## config.mk

```make
export PLATFORM = sky130hd
export DESIGN_NAME = dbg_rd_slave
export DESIGN_NICKNAME = d
export VERILOG_FILES = /design/src/rtl/dbg_rd_pkg.sv /design/src/rtl/dbg_line_sync.sv /design/src/rtl/dbg_addr_ctr.sv /design/src/rtl/dbg_tx_shift.sv /design/src/rtl/dbg_rd_slave.sv
export SDC_FILE = /design/constraint.sdc
export NUM_CORES = 1
export LEC_CHECK = 0
export BUFFER_PORTS_ARGS = -buffer_cell sky130_fd_sc_hd__buf_2
export CELL_PAD_IN_SITES_DETAIL_PLACEMENT = 1
export CELL_PAD_IN_SITES_GLOBAL_PLACEMENT = 1
export CORE_ASPECT_RATIO = 1.75
export CORE_UTILIZATION = 42
export DETAILED_ROUTE_END_ITERATION = 16
export GPL_TIMING_DRIVEN = 0
export PLACE_DENSITY_LB_ADDON = 0.05
export SLEW_MARGIN = 10
export SYNTH_ARGS = -nofsm -noshare
export SYNTH_HDL_FRONTEND = slang
export SYNTH_SLANG_ARGS = --single-unit
export TNS_END_PERCENT = 100
```

## constraint.sdc

```tcl
create_clock -name clk -period 3.4 [get_ports clk]
set_clock_uncertainty 0.1 [all_clocks]
set_input_delay 0.17 -clock clk [delete_from_list [all_inputs] [get_ports clk]]
set_output_delay 0.17 -clock clk [all_outputs]
set_load 0.02 [all_outputs]
```

## src/rtl/dbg_rd_pkg.sv

```systemverilog
package dbg_rd_pkg;
    typedef enum logic [2:0] {
        ST_IDLE,
        ST_ADDR,
        ST_ASEP,
        ST_DATA,
        ST_DSEP,
        ST_SKIP
    } rd_state_e;
endpackage

```

## src/rtl/dbg_line_sync.sv

```systemverilog
module dbg_line_sync #(
    parameter int STAGES = 2
) (
    input  logic clk,
    input  logic rst_n,
    input  logic ser_clk,
    input  logic ser_din,
    output logic din_s,
    output logic sck_rise,
    output logic sck_fall,
    output logic start_ev,
    output logic stop_ev
);
    logic [STAGES-1:0] sck_pipe;
    logic [STAGES-1:0] din_pipe;
    logic              sck_d;
    logic              din_d;
    logic              sck_s;

    generate
        if (STAGES == 1) begin : g_single
            always_ff @(posedge clk or negedge rst_n) begin
                if (!rst_n) begin
                    sck_pipe <= '1;
                    din_pipe <= '1;
                end else begin
                    sck_pipe <= ser_clk;
                    din_pipe <= ser_din;
                end
            end
        end else begin : g_chain
            always_ff @(posedge clk or negedge rst_n) begin
                if (!rst_n) begin
                    sck_pipe <= '1;
                    din_pipe <= '1;
                end else begin
                    sck_pipe <= {sck_pipe[STAGES-2:0], ser_clk};
                    din_pipe <= {din_pipe[STAGES-2:0], ser_din};
                end
            end
        end
    endgenerate

    assign sck_s = sck_pipe[STAGES-1];
    assign din_s = din_pipe[STAGES-1];

    always_ff @(posedge clk or negedge rst_n) begin
        if (!rst_n) begin
            sck_d <= 1'b1;
            din_d <= 1'b1;
        end else begin
            sck_d <= sck_s;
            din_d <= din_s;
        end
    end

    assign sck_rise = sck_s & ~sck_d;
    assign sck_fall = ~sck_s & sck_d;
    assign start_ev = sck_s & sck_d & din_d & ~din_s;
    assign stop_ev  = sck_s & sck_d & ~din_d & din_s;
endmodule

```

## src/rtl/dbg_addr_ctr.sv

```systemverilog
module dbg_addr_ctr #(
    parameter int AW       = 7,
    parameter int SAT_ADDR = 32
) (
    input  logic          clk,
    input  logic          rst_n,
    input  logic          load,
    input  logic [AW-1:0] load_val,
    input  logic          adv,
    output logic [AW-1:0] addr
);
    localparam logic [AW-1:0] SAT = AW'(SAT_ADDR);

    logic [AW-1:0] addr_q;

    always_ff @(posedge clk or negedge rst_n) begin
        if (!rst_n) begin
            addr_q <= '0;
        end else if (load) begin
            addr_q <= load_val;
        end else if (adv && (addr_q < SAT)) begin
            addr_q <= addr_q + 1'b1;
        end
    end

    assign addr = addr_q;


    step_below_top_chk: assert property (@(posedge clk) disable iff (!rst_n)
        (adv && !load && (addr_q < SAT)) |=> (addr_q == $past(addr_q) + 1'b1));


    hold_at_top_chk: assert property (@(posedge clk) disable iff (!rst_n)
        (adv && !load && (addr_q >= SAT)) |=> $stable(addr_q));
endmodule

```

## src/rtl/dbg_tx_shift.sv

```systemverilog
module dbg_tx_shift #(
    parameter int DW = 8
) (
    input  logic          clk,
    input  logic          rst_n,
    input  logic          load,
    input  logic [DW-1:0] load_val,
    input  logic          shift,
    output logic          dout
);
    logic [DW-1:0] sh_q;

    always_ff @(posedge clk or negedge rst_n) begin
        if (!rst_n) begin
            sh_q <= '1;
        end else if (load) begin
            sh_q <= load_val;
        end else if (shift) begin
            sh_q <= {sh_q[DW-2:0], 1'b1};
        end
    end

    assign dout = sh_q[DW-1];
endmodule

```

## src/rtl/dbg_rd_slave.sv

```systemverilog
module dbg_rd_slave
    import dbg_rd_pkg::*;
#(
    parameter int AW          = 7,
    parameter int DW          = 8,
    parameter int SYNC_STAGES = 2,
    parameter int SAT_ADDR    = 32
) (
    input  logic          clk,
    input  logic          rst_n,
    input  logic          ser_clk,
    input  logic          ser_din,
    output logic          ser_dout,
    output logic          ser_oe,
    output logic [AW-1:0] rf_addr,
    output logic          rf_re,
    input  logic [DW-1:0] rf_rdata
);
    localparam int HDR_BITS = AW + 1;
    localparam int CW = $clog2((HDR_BITS > DW) ? HDR_BITS : DW);
    localparam logic [CW-1:0] HDR_LAST  = CW'(HDR_BITS - 1);
    localparam logic [CW-1:0] DATA_LAST = CW'(DW - 1);

    logic          din_s, sck_rise, sck_fall, start_ev, stop_ev;
    rd_state_e     state_q, state_d;
    logic [CW-1:0] bitcnt_q;
    logic [AW-1:0] hdr_q;
    logic          sep_rose_q;
    logic          rd_pend_q;
    logic [DW-1:0] hold_q;
    logic          oe_q;
    logic          re_q;

    logic ctr_load, ctr_adv, sh_load, sh_shift, re_d, oe_set, oe_clr;

    dbg_line_sync #(.STAGES(SYNC_STAGES)) u_sync (
        .clk      (clk),
        .rst_n    (rst_n),
        .ser_clk  (ser_clk),
        .ser_din  (ser_din),
        .din_s    (din_s),
        .sck_rise (sck_rise),
        .sck_fall (sck_fall),
        .start_ev (start_ev),
        .stop_ev  (stop_ev)
    );

    dbg_addr_ctr #(.AW(AW), .SAT_ADDR(SAT_ADDR)) u_ctr (
        .clk      (clk),
        .rst_n    (rst_n),
        .load     (ctr_load),
        .load_val (hdr_q),
        .adv      (ctr_adv),
        .addr     (rf_addr)
    );

    dbg_tx_shift #(.DW(DW)) u_shift (
        .clk      (clk),
        .rst_n    (rst_n),
        .load     (sh_load),
        .load_val (hold_q),
        .shift    (sh_shift),
        .dout     (ser_dout)
    );

    // State register
    always_ff @(posedge clk or negedge rst_n) begin
        if (!rst_n) state_q <= ST_IDLE;
        else        state_q <= state_d;
    end

    // Next state and control outputs
    always_comb begin
        state_d  = state_q;
        ctr_load = 1'b0;
        ctr_adv  = 1'b0;
        sh_load  = 1'b0;
        sh_shift = 1'b0;
        re_d     = 1'b0;
        oe_set   = 1'b0;
        oe_clr   = 1'b0;
        if (stop_ev) begin
            state_d = ST_IDLE;
            oe_clr  = 1'b1;
        end else if (start_ev) begin
            state_d = ST_ADDR;
            oe_clr  = 1'b1;
        end else begin
            unique case (state_q)
                ST_IDLE: ;
                ST_ADDR: begin
                    if (sck_rise && (bitcnt_q == HDR_LAST)) begin
                        ctr_load = 1'b1;
                        state_d  = din_s ? ST_ASEP : ST_SKIP;
                    end
                end
                ST_ASEP, ST_DSEP: begin
                    if (sck_rise && !sep_rose_q) begin
                        re_d = 1'b1;
                    end else if (sck_fall && sep_rose_q) begin
                        sh_load = 1'b1;
                        oe_set  = 1'b1;
                        state_d = ST_DATA;
                    end
                end
                ST_DATA: begin
                    if (sck_fall) begin
                        if (bitcnt_q == DATA_LAST) begin
                            oe_clr  = 1'b1;
                            ctr_adv = 1'b1;
                            state_d = ST_DSEP;
                        end else begin
                            sh_shift = 1'b1;
                        end
                    end
                end
                ST_SKIP: ;
                default: state_d = ST_IDLE;
            endcase
        end
    end

    // Datapath registers
    always_ff @(posedge clk or negedge rst_n) begin
        if (!rst_n) begin
            bitcnt_q   <= '0;
            hdr_q      <= '0;
            sep_rose_q <= 1'b0;
            rd_pend_q  <= 1'b0;
            hold_q     <= '0;
            oe_q       <= 1'b0;
            re_q       <= 1'b0;
        end else begin
            re_q      <= re_d;
            rd_pend_q <= re_q;
            if (rd_pend_q) hold_q <= rf_rdata;

            if (oe_clr)      oe_q <= 1'b0;
            else if (oe_set) oe_q <= 1'b1;

            if (start_ev || stop_ev || sh_load) sep_rose_q <= 1'b0;
            else if (re_d)                      sep_rose_q <= 1'b1;

            if (start_ev || sh_load) begin
                bitcnt_q <= '0;
            end else if (state_q == ST_ADDR && sck_rise) begin
                bitcnt_q <= bitcnt_q + 1'b1;
                hdr_q    <= {hdr_q[AW-2:0], din_s};
            end else if (sh_shift) begin
                bitcnt_q <= bitcnt_q + 1'b1;
            end
        end
    end

    assign ser_oe = oe_q;
    assign rf_re  = re_q;


    quiet_line_chk: assert property (@(posedge clk) disable iff (!rst_n)
        (state_q != ST_DATA) |-> !ser_oe);


    data_drive_chk: assert property (@(posedge clk) disable iff (!rst_n)
        (state_q == ST_DATA) |-> ser_oe);


    strobe_single_chk: assert property (@(posedge clk) disable iff (!rst_n)
        rf_re |=> !rf_re);


    strobe_released_chk: assert property (@(posedge clk) disable iff (!rst_n)
        rf_re |-> !ser_oe);


    skip_no_read_chk: assert property (@(posedge clk) disable iff (!rst_n)
        (state_q == ST_SKIP) |-> !rf_re);
endmodule

```

* Word level (Yosys, flattened, before mapping) *
Cells that the tools add are included.

operators by class
  add/sub/neg operators = 2
  $lt $le $gt $ge = 1
  equal/unequal tests = 12
  mux-type cells = 45
  bitwise logic cells = 12
  reduce and logical (&&, ||, !) cells = 19

operators by type and width
  operator               number
  $mux W3                11
  $mux W1                29
  $ne A4 B4 Y1 const B   5
  $mux W8                2
  $mux W7                2
  $pmux W3 S4            1
  $eq A3 B3 Y1 const B   3
  $reduce_bool A2 Y1     4
  $add A7 B1 Y7 const B  1
  $and A1 B1 Y1          7
  $lt A7 B6 Y1 const B   1
  $eq A3 B2 Y1 const B   2
  $reduce_and A6 Y1      1
  $logic_and A1 B1 Y1    5
  $not A1 Y1             5
  $reduce_or A2 Y1       2
  $add A3 B1 Y3 const B  1
  $eq A3 B1 Y1 const B   1
  $logic_not A3 Y1       1
  $logic_or A1 B1 Y1     3
  $ne A3 B1 Y1 const B   1
  $reduce_bool A3 Y1     1
  $reduce_and A2 Y1      1
  $logic_not A1 Y1       1

word-level totals
  bits in registers = 46
  bits of input ports = 12
  word-level logic and storage cells = 105

* Depth between registers and ports, before layout *
Gate-level depths: netlist of run 1.

  depth after elaboration = 11
  depth in mapped cells = 7
  gate-level depth less buffers = 6

* Cells and area by module *
Synthesis of run 1 repeated with hierarchy kept, for this count alone.

second synthesis, totals
  cell total of the unflattened synthesis = 179
  area, all modules = 2134.5 um^2

by module, submodules not included
  module         times used  cells each  area an instance (um^2)  sequential area each (um^2)
  dbg_rd_slave   1           98          1182.4                   625.6
  dbg_addr_ctr   1           37          385.4                    175.2
  dbg_tx_shift   1           34          376.6                    210.2
  dbg_line_sync  1           10          190.2                    157.7

* Worst setup path after synthesis of run 1 *
OpenSTA, ideal clock, no wires.

  path type = reg2reg
  from = reg u_sync.sck_d
  to = reg u_shift.sh_q[3]
  setup time = 0.082 ns
  arrival time = 1.889 ns
  required time = 3.218 ns
  setup slack = 1.328 ns
  cell stages (with the launch flop) = 7
  path buffers = 2
  cell sequence = dfstp_2 > clkbuf_1 > nor2b_1 > and4_1 > buf_2 > mux2_2 > mux2_2

between the ends
  cells in the longest elaborated chain, start to end = 8

RTL lines
  what                                                  line                                      source
  start: declaration                                    dbg_line_sync.sv:16                       logic sck_d;
  start signal: assignment                              dbg_line_sync.sv:52                       sck_d <= sck_s;
  $and A1 B1 Y1 or $not A1 Y1 (tied branches)           dbg_line_sync.sv:58, dbg_line_sync.sv:57
  $logic_and A1 B1 Y1 or $and A1 B1 Y1 (tied branches)  dbg_rd_slave.sv:100, dbg_line_sync.sv:57
  $mux W1 or $logic_and A1 B1 Y1 (tied branches)        dbg_rd_slave.sv:100, dbg_rd_slave.sv:98
  $mux W1                                               dbg_rd_slave.sv:98                        if (sck_rise && !sep_rose_q) begin
  $mux W1                                               dbg_rd_slave.sv:89                        unique case (state_q)
  $mux W1                                               dbg_rd_slave.sv:85                        end else if (start_ev) begin
  $mux W1                                               dbg_rd_slave.sv:82                        if (stop_ev) begin
  $mux W8 or $reduce_bool A2 Y1 (tied branches)         --
  end signal: assignment                                dbg_tx_shift.sv:17                        sh_q <= load_val;
  end signal: assignment                                dbg_tx_shift.sv:19                        sh_q <= {sh_q[DW-2:0], 1'b1};
  end: declaration                                      dbg_tx_shift.sv:11                        logic [DW-1:0] sh_q;

Several ways; a longest one is shown, not always the timed one.
A chain may end at the register's enable or synchronous reset.

* Worst setup path after layout of run 1 *
  from = reg u_sync.sck_d
  to = reg u_shift.sh_q[6]

The elaborated chain is that of the path after synthesis.

==> results of run 1 <==
layout by cell type (no fill, tap or decap), drive strengths merged, types with 5 or more instances in the layout:
cell type | netlist | layout
dfrtp | 32 | 32
dfstp | 14 | 14
mux2i | 6 | 6
nor2b | 5 | 5
nand3 | 5 | 5
a31oi | 6 | 6
nor2 | 6 | 6
mux2 | 29 | 29
dlygate4sd3 | 0 | 9
nand2 | 7 | 7
buf | 6 | 27
clkbuf | 5 | 12
timing repair:
item,4_1_cts,5_1_grt
hold endpoints to repair,40,0
hold buffers,9,0
gates resized for setup,0,0
worst max-delay path, cell delays in order (launching register included):
cell and delay, ps:
dfstp_2 540, clkbuf_1 330, nor2b_1 260, and4_1 200
buf_2 250, mux2_2 370, mux2_2 270
cell families (layout without fill, tap and decap cells):
logic type      after synthesis  count (layout)  share of synthesized area
xor+xnor                      3               3                     0.0120
compound gates               29              29                     0.0964
simple gates                 45              45                      0.127
flops                        46              46                      0.532
buf+inv                      15              53                     0.0319
mux                          35              35                      0.178
fa+ha+maj                     4               4                     0.0228
power by group through the flow:
stage	clock [mW]	sequential, mW	combinational (mW)
6_report	0.375	0.593	0.0787
4_1_cts	0.392	0.593	0.0803
2_1_floorplan	0	0.597	0.0447
3_5_place_dp	0	0.604	0.0718
5_1_grt	0.402	0.598	0.0904
3_3_place_gp	0	0.601	0.0681
routing by layer:
metal / GRT usage / vias to the layer above / wire, um / share of wire
met5: 0 / - / 0 / 0
li1: - / 721 / - / -
met1: 0.197 / 791 / 1670 / 0.35
met3: 0.0320 / 6 / 90 / 0.019
met4: 0.0957 / 0 / 100 / 0.021
met2: 0.381 / 22 / 2890 / 0.61
sequential cells by signal, summed over array words and instances, names as in the netlist:
name / count
u_sync.din_d: 1
sep_rose_q: 1
hdr_q: 7
rf_re: 1
bitcnt_q: 3
u_sync.din_pipe: 2
u_shift.sh_q: 8
u_ctr.addr: 7
u_sync.sck_pipe: 2
ser_oe: 1
u_sync.sck_d: 1
state_q: 3
rd_pend_q: 1
hold_q: 8
how the worst min path moves through the flow:
stage	startpoint	to	slack [ps]	cells after the start
detailed placement	ser_din	u_sync.din_pipe[0]	180	1
CTS	rf_rdata[0]	hold_q[0]	0.1	3
global route	rf_rdata[7]	hold_q[7]	7	2
floorplan	rst_n	bitcnt_q[0]	-230	0
finish	rf_rdata[0]	hold_q[0]	10	3
global placement	ser_clk	u_sync.sck_pipe[0]	170	1
per-stage QoR:
stage	total power, mW	worst slack, ps	instances	hold WS (ps)
finish	1.05	997	269	10.2
global route	1.09	913	269	7.20
CTS	1.07	981	269	0.0974
detailed placement	0.675	1010	252	177
global placement	0.669	1070	252	175
floorplan	0.642	1330	177	-226
area by class of cell:
| class | count | area [sq um] | share of cell area |
|---|---|---|---|
| Tap cell | 54 | 67.6 | 0.0264 |
| Clock inverter | 1 | 7.51 | 0.00293 |
| Timing Repair Buffer | 30 | 195 | 0.0762 |
| Clock buffer | 7 | 97.6 | 0.0381 |
| Buffer | 11 | 55.1 | 0.0215 |
| Inverter | 4 | 15.0 | 0.00586 |
| Sequential cell | 46 | 1170 | 0.456 |
| Multi-Input combinational cell | 116 | 956 | 0.373 |
==> results.ini, run 1 <==
[worst_setup_path]
r2r_cells=6
required_ps=3530
timing.rr.end=u_shift.sh_q[6]
worstPathArrival_ps=2530
startpoint=u_sync.sck_d
r2r-start=u_sync.sck_d
endpoint_kind=flip-flop
start_kind=flip-flop
critPathCapture=u_shift.sh_q[6]
r2r_slack_ps=1000
critical_path.max_fanout=10
path_class=flip-flop to flip-flop

[cells_and_area]
drive_above_1_share=0.377
nets=230
area_delta_synth_final_pct=16.8
antennaDiodeCount=0
nFillCells=523
final_area_sq_um=2560
fin_util=0.515

[synth]
yosys.area.top_type_share=0.365
yosys_register_bits=46
yosysSeqAreaShare=0.532
async_reset_ff_frac=1.00
synthesis.nets=193
ys_top_cells_by_count=dfrtp_1 (32), mux2_2 (26), dfstp_2 (14)
syn_area_per_cell_sq_um=12.4
ys.flop_type=dfrtp_1
netlist_area_sq_um=2190
yosysWarnings=0
synth_edf_count=0
synth_cell_types=44
synth_top_area_cell=dfrtp_1
synth.area.top_cells=dfrtp_1 (36%), dfstp_2 (17%), mux2_2 (13%)
synth.most_common_cell=dfrtp_1
synth_cells=177

[clock_tree]
cts.sinks=46
cts_tree=built
cts_buffer_depth=2
cts_setup_buffers=0
cts_root_buffer=clkbuf_8
ctsHtreeMaxLevel=2
worstSkewPairLatency_ps=300
clkTransAtPathRegs_ps=80
numCtsBuffers=5

[drt]
drcViolationCount=0
ant_nets=0
wirelength_mm=4.75
firstDrtPassIters=4
drt_iter0_drc=31
via_count=1540
viasPerCell=5.72
avgRoutedWirePerCell_um=17.6

[sta]
worstMarginPinSlew_ps=1020
period_share=0.707
rsz0062_at_grt=false
setup_viol=0
finalMaxSlewViolations=0
fmax_mhz=416
fin_crit_ps=2400
hold_violations=0
max_slew_margin=0.323
fin_tns_setup_ps=0

[pwr]
internal_power_mw=0.803
swShare=0.232
p_leak_nw=1.24
pwr_density_cell_nw_per_um2=408
clkPwrFrac=0.358
vdd_ir_drop_max_mv=0.295
p_seq_frac=0.567
p_sw_mw=0.243
pwr-share-comb=0.075

[die]
start_util=0.441
die_w_um=56.6
die-area_sq_um=5530
die_y_um=97.6
rows=34
ios=22
core-area_sq_um=4980

[placement]
port_buffers=21
routabilityCongestion=1.01
dp_hpwl_mm=3.47
placedInstanceArea_sq_um=2370

[flow_run]
drv_cap=0

[hold_path]
hold_path_class=input port to flip-flop

[grt]
grt_pass1_vias=1752
grt_usage=0.199
gr-total-overflow=0
grt_max_degree=47
grt_pass1_wl_mm=8.38
antenna_found_initial=0

[outcome]
status=finished, final reports clean

Power figures use the tool's default switching activity.
==> inputs of run 2 (changes only) <==
--- a/config.mk
+++ b/config.mk
@@ -5,11 +5,12 @@
 export SDC_FILE = /design/constraint.sdc
 export NUM_CORES = 1
 export LEC_CHECK = 0
+export ABC_AREA = 1
 export BUFFER_PORTS_ARGS = -buffer_cell sky130_fd_sc_hd__buf_2
 export CELL_PAD_IN_SITES_DETAIL_PLACEMENT = 1
 export CELL_PAD_IN_SITES_GLOBAL_PLACEMENT = 1
 export CORE_ASPECT_RATIO = 1.75
-export CORE_UTILIZATION = 42
+export CORE_UTILIZATION = 40
 export DETAILED_ROUTE_END_ITERATION = 16
 export GPL_TIMING_DRIVEN = 0
 export PLACE_DENSITY_LB_ADDON = 0.05
==> constraint.sdc (replaced) <==
create_clock -name clk -period 2 [get_ports clk]
set_clock_uncertainty 0.1 [all_clocks]
set_input_delay 0.1 -clock clk [delete_from_list [all_inputs] [get_ports clk]]
set_output_delay 0.1 -clock clk [all_outputs]
set_load 0.02 [all_outputs]
==> run 2 against run 1 <==
- die area rose by 6.1%
- synthesized area increased by 1.2%
- global-route usage decreased by 1.2 points
- core utilization is 0.98 points lower
- non-clock buffer count down 5
- sequential cell count did not move
- critical path type unchanged
- largest cell class unchanged
- highest routed layer unchanged
==> results.ini, run 2 <==
[outcome]
status=finished, final reports clean

[clock_tree]
cts_tree=built
clkTransAtPathRegs_ps=90
worstSkewPairLatency_ps=290
cts_root_buffer=clkbuf_8
cts.sinks=46
numCtsBuffers=5
ctsHtreeMaxLevel=2
cts_setup_buffers=0
cts_buffer_depth=2

[cells_and_area]
drive_above_1_share=0.268
antennaDiodeCount=0
top_regs=hold_q x8, u_shift.sh_q x8
final_common_cell=nand2_1
area_delta_synth_final_pct=20.5
layout_common_cells=nand2_1 (44), dfrtp_1 (32), nor2_1 (26)
nets=295

[pwr]
total_power_mw=3.13
pwr_density_cell_nw_per_um2=1170
vdd_ir_drop_max_mv=0.593
p_leak_nw=1.27

[drt]
wirelength_mm=4.78
firstDrtPassIters=3
drt_iter0_drc=20
ant_nets=0
drcViolationCount=0
avgRoutedWirePerCell_um=13.5
via_count=1706
viasPerCell=4.82

[grt]
grt_pass1_vias=1821
grt_pass1_wl_mm=8.42
grt_max_degree=47
grt_usage=0.187
antenna_found_initial=0
gr-total-overflow=0

[worst_setup_path]
endpoint_kind=flip-flop
r2r-start=bitcnt_q[0]
startpoint=bitcnt_q[0]
path_class=flip-flop to flip-flop
start_kind=flip-flop
cp_slowest_cell=dfrtp_1
slowest_delay_ps=410
path_cells=ha_1 > ha_1 > nand3b_1 > nor2_4 > inv_2 > nand2_2 > nor2_1 > nor3_2
critical_path.max_fanout=9
required_ps=2090
cp_common_cell=ha_1
worstPathArrival_ps=1830

[synth]
synthesis.nets=256
yosysWarnings=0
syn_area_per_cell_sq_um=9.25
synth.area.top_cells=dfrtp_1 (36%), dfstp_2 (17%), nand2_1 (7.4%)
ys.flop_type=dfrtp_1
yosys.area.top_type_share=0.361
synth.most_common_cell=nand2_1
netlist_area_sq_um=2220
yosys_register_bits=46
synth_cells=240
synth_top_area_cell=dfrtp_1
synth_cell_types=30
yosysSeqAreaShare=0.526
ys_top_cells_by_count=nand2_1 (44), dfrtp_1 (32), nor2_1 (26)
async_reset_ff_frac=1.00
synth_edf_count=0

[sta]
fin_tns_setup_ps=0
fmax_mhz=575
fin_crit_ps=1740
period_share=0.869
hold_violations=0
finalMaxSlewViolations=0
rsz0062_at_grt=false
worstMarginPinSlew_ps=1010
setup_viol=0
max_slew_margin=0.328

[hold_path]
hold_start=u_sync.sck_pipe[0]
hold_path_class=flip-flop to flip-flop

[die]
rows=35
ios=22
die-area_sq_um=5870
die_w_um=58.3
core-area_sq_um=5300
start_util=0.419
die_y_um=101

[flow_run]
drv_cap=0

[placement]
routabilityCongestion=0.759
port_buffers=21
dp_hpwl_mm=3.62

## run 2: changes by cell type after synthesis, moves of 6 or more
cell     previous run  this run
nand2_1             7        44
o21ai_0             4        17
nand3_1             5        17
mux2_2             26         6
o21ai_1             0        10
a31oi_1             6         0
nand2_2             0         7
inv_1               4        25
mux2i_1             6         0
nor2_1              5        26
## run 2: cell type report
class	count	area, sq um
fillers	630	2620
plain buffers	4	33.8
clock inverters	2	60.1
clock buffers	6	82.6
multi-input cells	162	916
inverters	28	108
well taps	74	92.6
repair buffers	32	215
flip-flops and latches	46	1170
## run 2: final timing paths
| check | slack, ps | depth (start not counted) | to |
|---|---|---|---|
| max in group asynchronous | 770 | 2 | u_ctr.addr[6] |
| worst max-delay path | 260 | 8 | u_ctr.addr[1] |
| worst min register to register | 260 | 0 | u_sync.sck_pipe[1] |
| min in group asynchronous | 410 | 2 | hold_q[5] |
| worst min-delay path | 260 | 0 | u_sync.sck_pipe[1] |
| worst max register to register | 260 | 8 | u_ctr.addr[1] |
## run 2: through the flow
step	hold WS (ps)	instances	setup WS (ps)	util	area, sq um
after detailed placement	106	335	186	0.456	2420
after global placement	105	335	193	0.456	2420
final	258	354	261	0.505	2680
after CTS	260	354	148	0.504	2670
after global routing	268	354	66.6	0.505	2680
after floorplan	-296	240	465	-	2220
## run 2: report_power, final
group	leakage, nW	internal (mW)	switching, mW
combinational	0.628	0.351	0.526
sequential	0.571	1.24	0.177
clock	0.0714	0.533	0.309
total	1.27	2.12	1.01
## run 2: metal layers
layer | track usage | vias to the layer above | share of wire | routed length [um]
li1 | - | 856 | - | -
met2 | 0.360 | 19 | 0.58 | 2750
met5 | 0 | - | 0 | 0
met1 | 0.204 | 826 | 0.39 | 1870
met4 | 0.0549 | 0 | 0.013 | 64
met3 | 0.0270 | 5 | 0.021 | 98
## run 2: logic make-up (layout without fill, tap and decap cells)
| family | after synthesis | after routing | synth area share |
|---|---|---|---|
| xor+xnor | 3 | 3 | 0.0118 |
| mux | 6 | 6 | 0.0304 |
| buf+inv | 32 | 72 | 0.0637 |
| simple gates | 107 | 107 | 0.239 |
| fa+ha+maj | 4 | 4 | 0.0225 |
| flops | 46 | 46 | 0.526 |
| compound gates | 42 | 42 | 0.106 |
## run 2: critical path: cells and delay by family (launching register included)
family | cells | cell delay, ps
fa+ha+maj | 2 | 460
simple gates | 5 | 530
buf+inv | 1 | 140
flops | 1 | 410
## run 2: what timing repair did
item                                    4_1_cts  5_1_grt
hold buffers                                 11        0
gates resized for setup                       0        1
endpoints found under the hold margin        42        0
endpoints found under the setup margin        0        1
==> inputs of run 3 (changes only) <==
==> constraint.sdc (replaced) <==
create_clock -name clk -period 2 [get_ports clk]
set_clock_uncertainty 0.1 [all_clocks]
set_input_delay 0.5 -clock clk [delete_from_list [all_inputs] [get_ports clk]]
set_output_delay 0.5 -clock clk [all_outputs]
set_load 0.005 [all_outputs]
==> run 3 against run 2 <==
- sequential share of layout area up 1.9 points
- final area fell by 4.1%
- combinational power shrank 4.3%
- setup slack better by 1.0 ps
- register-to-register slack barely moved
- core utilization fell by 2.1 points
- wire length down 1.2%
- count of clock-buffer cells in the layout did not move
- non-clock buffer count down 11
- sequential cell count stayed put
- largest power group unchanged
- die area is the same
- worst hold slack got worse by 65 ps
==> results.ini, run 3 (synthesis results as in run 2) <==
[placement]
dp_hpwl_mm=3.62
port_buffers=21
placedInstanceArea_sq_um=2420
routabilityCongestion=0.759
place_ws_ps=186
dp.cells=335

[grt]
grt_usage=0.185
antenna_found_initial=0
gr-total-overflow=0
grt_max_degree=47
grt_pass1_vias=1772
grt_pass1_wl_mm=8.31

[cells_and_area]
drive_above_1_share=0.279
area_delta_synth_final_pct=15.5
antennaDiodeCount=0
nFillCells=629
top_regs=hold_q x8, u_shift.sh_q x8
final_cells=343
final_area_sq_um=2570
nets=284
layout_common_cells=nand2_1 (44), dfrtp_1 (32), nor2_1 (26)
final_common_cell=nand2_1

[clock_tree]
numCtsBuffers=5
cts_root_buffer=clkbuf_8
cts_resized=0
clkTransAtPathRegs_ps=90
cts_tree=built
hold_buffers=0
cts_buffer_depth=2
cts_setup_buffers=0
worstSkewPairLatency_ps=290
cts.sinks=46
ctsHtreeMaxLevel=2

[worst_setup_path]
crit_family=simple AND/OR/NAND/NOR gates
path_cells=ha_1 > ha_1 > nand3b_1 > nor2_4 > inv_2 > nand2_2 > nor2_1 > nor3_2
cp.buffers_inverters=1
required_ps=2090
path_class=flip-flop to flip-flop
start_kind=flip-flop
slowest_delay_ps=410
r2r-start=bitcnt_q[0]
endpoint_kind=flip-flop
critical_path.max_fanout=9
cp_slowest_cell=dfrtp_1
startpoint=bitcnt_q[0]
worstPathArrival_ps=1830
cp_common_cell=ha_1

[die]
ios=22
core-area_sq_um=5300
die_w_um=58.3
die-area_sq_um=5870
rows=35
die_y_um=101
start_util=0.419

[sta]
fin_tns_setup_ps=0
worstMarginPinSlew_ps=1010
hold_violations=0
fin_crit_ps=1740
finalMaxSlewViolations=0
fmax_mhz=575
max_slew_margin=0.325
setup_ws_ps=262
period_share=0.869
setup_viol=0
rsz0062_at_grt=false

[pwr]
p_leak_nw=1.22
pwr_density_cell_nw_per_um2=1210
vdd_ir_drop_max_mv=0.592

[drt]
drt_iter0_drc=15
avgRoutedWirePerCell_um=13.8
wirelength_mm=4.72
via_count=1668
ant_nets=0
viasPerCell=4.86
firstDrtPassIters=3
drcViolationCount=0

[flow_run]
drv_cap=0

[outcome]
status=finished, final reports clean

[hold_path]
hold_start=ser_clk
hold_path_class=input port to flip-flop

-- run 3: cell types whose count changed in the layout (fill, tap and decap cells not counted) --
| cell | delta |
|---|---|
| dlygate4sd3_1 | -11 |
-- run 3: power by group --
group	switching, mW	total, mW	internal [mW]
combinational	0.503	0.840	0.337
clock	0.307	0.840	0.533
sequential	0.176	1.41	1.24
-- run 3: final cells by class --
cell class                 instances  area [sq um]  share of cell area
tap                               74          92.6              0.0361
inverter                          28           108              0.0419
clock inverter                     2          60.1              0.0234
buffer                             4          33.8              0.0132
multi-input combinational        162           916               0.357
timing repair buffer              21           105              0.0410
sequential                        46          1170               0.455
clock buffer                       6          82.6              0.0322
-- run 3: final timing paths --
| check | endpoint | cells after the start | slack [ps] |
|---|---|---|---|
| hold / removal | u_sync.sck_pipe[0] | 1 | 190 |
| setup / recovery | u_ctr.addr[1] | 8 | 260 |
| min in group asynchronous | hold_q[5] | 1 | 270 |
| max in group asynchronous | hdr_q[3] | 1 | 910 |
| hold reg to reg | u_sync.sck_pipe[1] | 0 | 260 |
| setup reg to reg | u_ctr.addr[1] | 8 | 260 |
-- run 3: through the flow --
stage | hold WS (ps) | total power, mW | utilization
4_1_cts | 180 | 3.15 | 0.483
6_report | 194 | 3.09 | 0.484
3_5_place_dp | 247 | 2.29 | 0.456
3_3_place_gp | 246 | 2.25 | 0.456
5_1_grt | 180 | 3.33 | 0.484
2_1_floorplan | 104 | 2.04 | -
-- run 3: layer usage --
layer / GRT usage / wire (um) / up-vias
li1: - / - / 835
met1: 0.203 / 1850 / 809
met2: 0.355 / 2710 / 19
met5: 0 / 0 / -
met4: 0.0549 / 64 / 0
met3: 0.0270 / 98 / 5
-- run 3: worst register-to-register path: stages, from the launching register on --
cell and delay (ps):
dfrtp_1 410, ha_1 230, ha_1 230, nand3b_1 170, nor2_4 70, inv_2 150, nand2_2 110, nor2_1 130
nor3_2 50
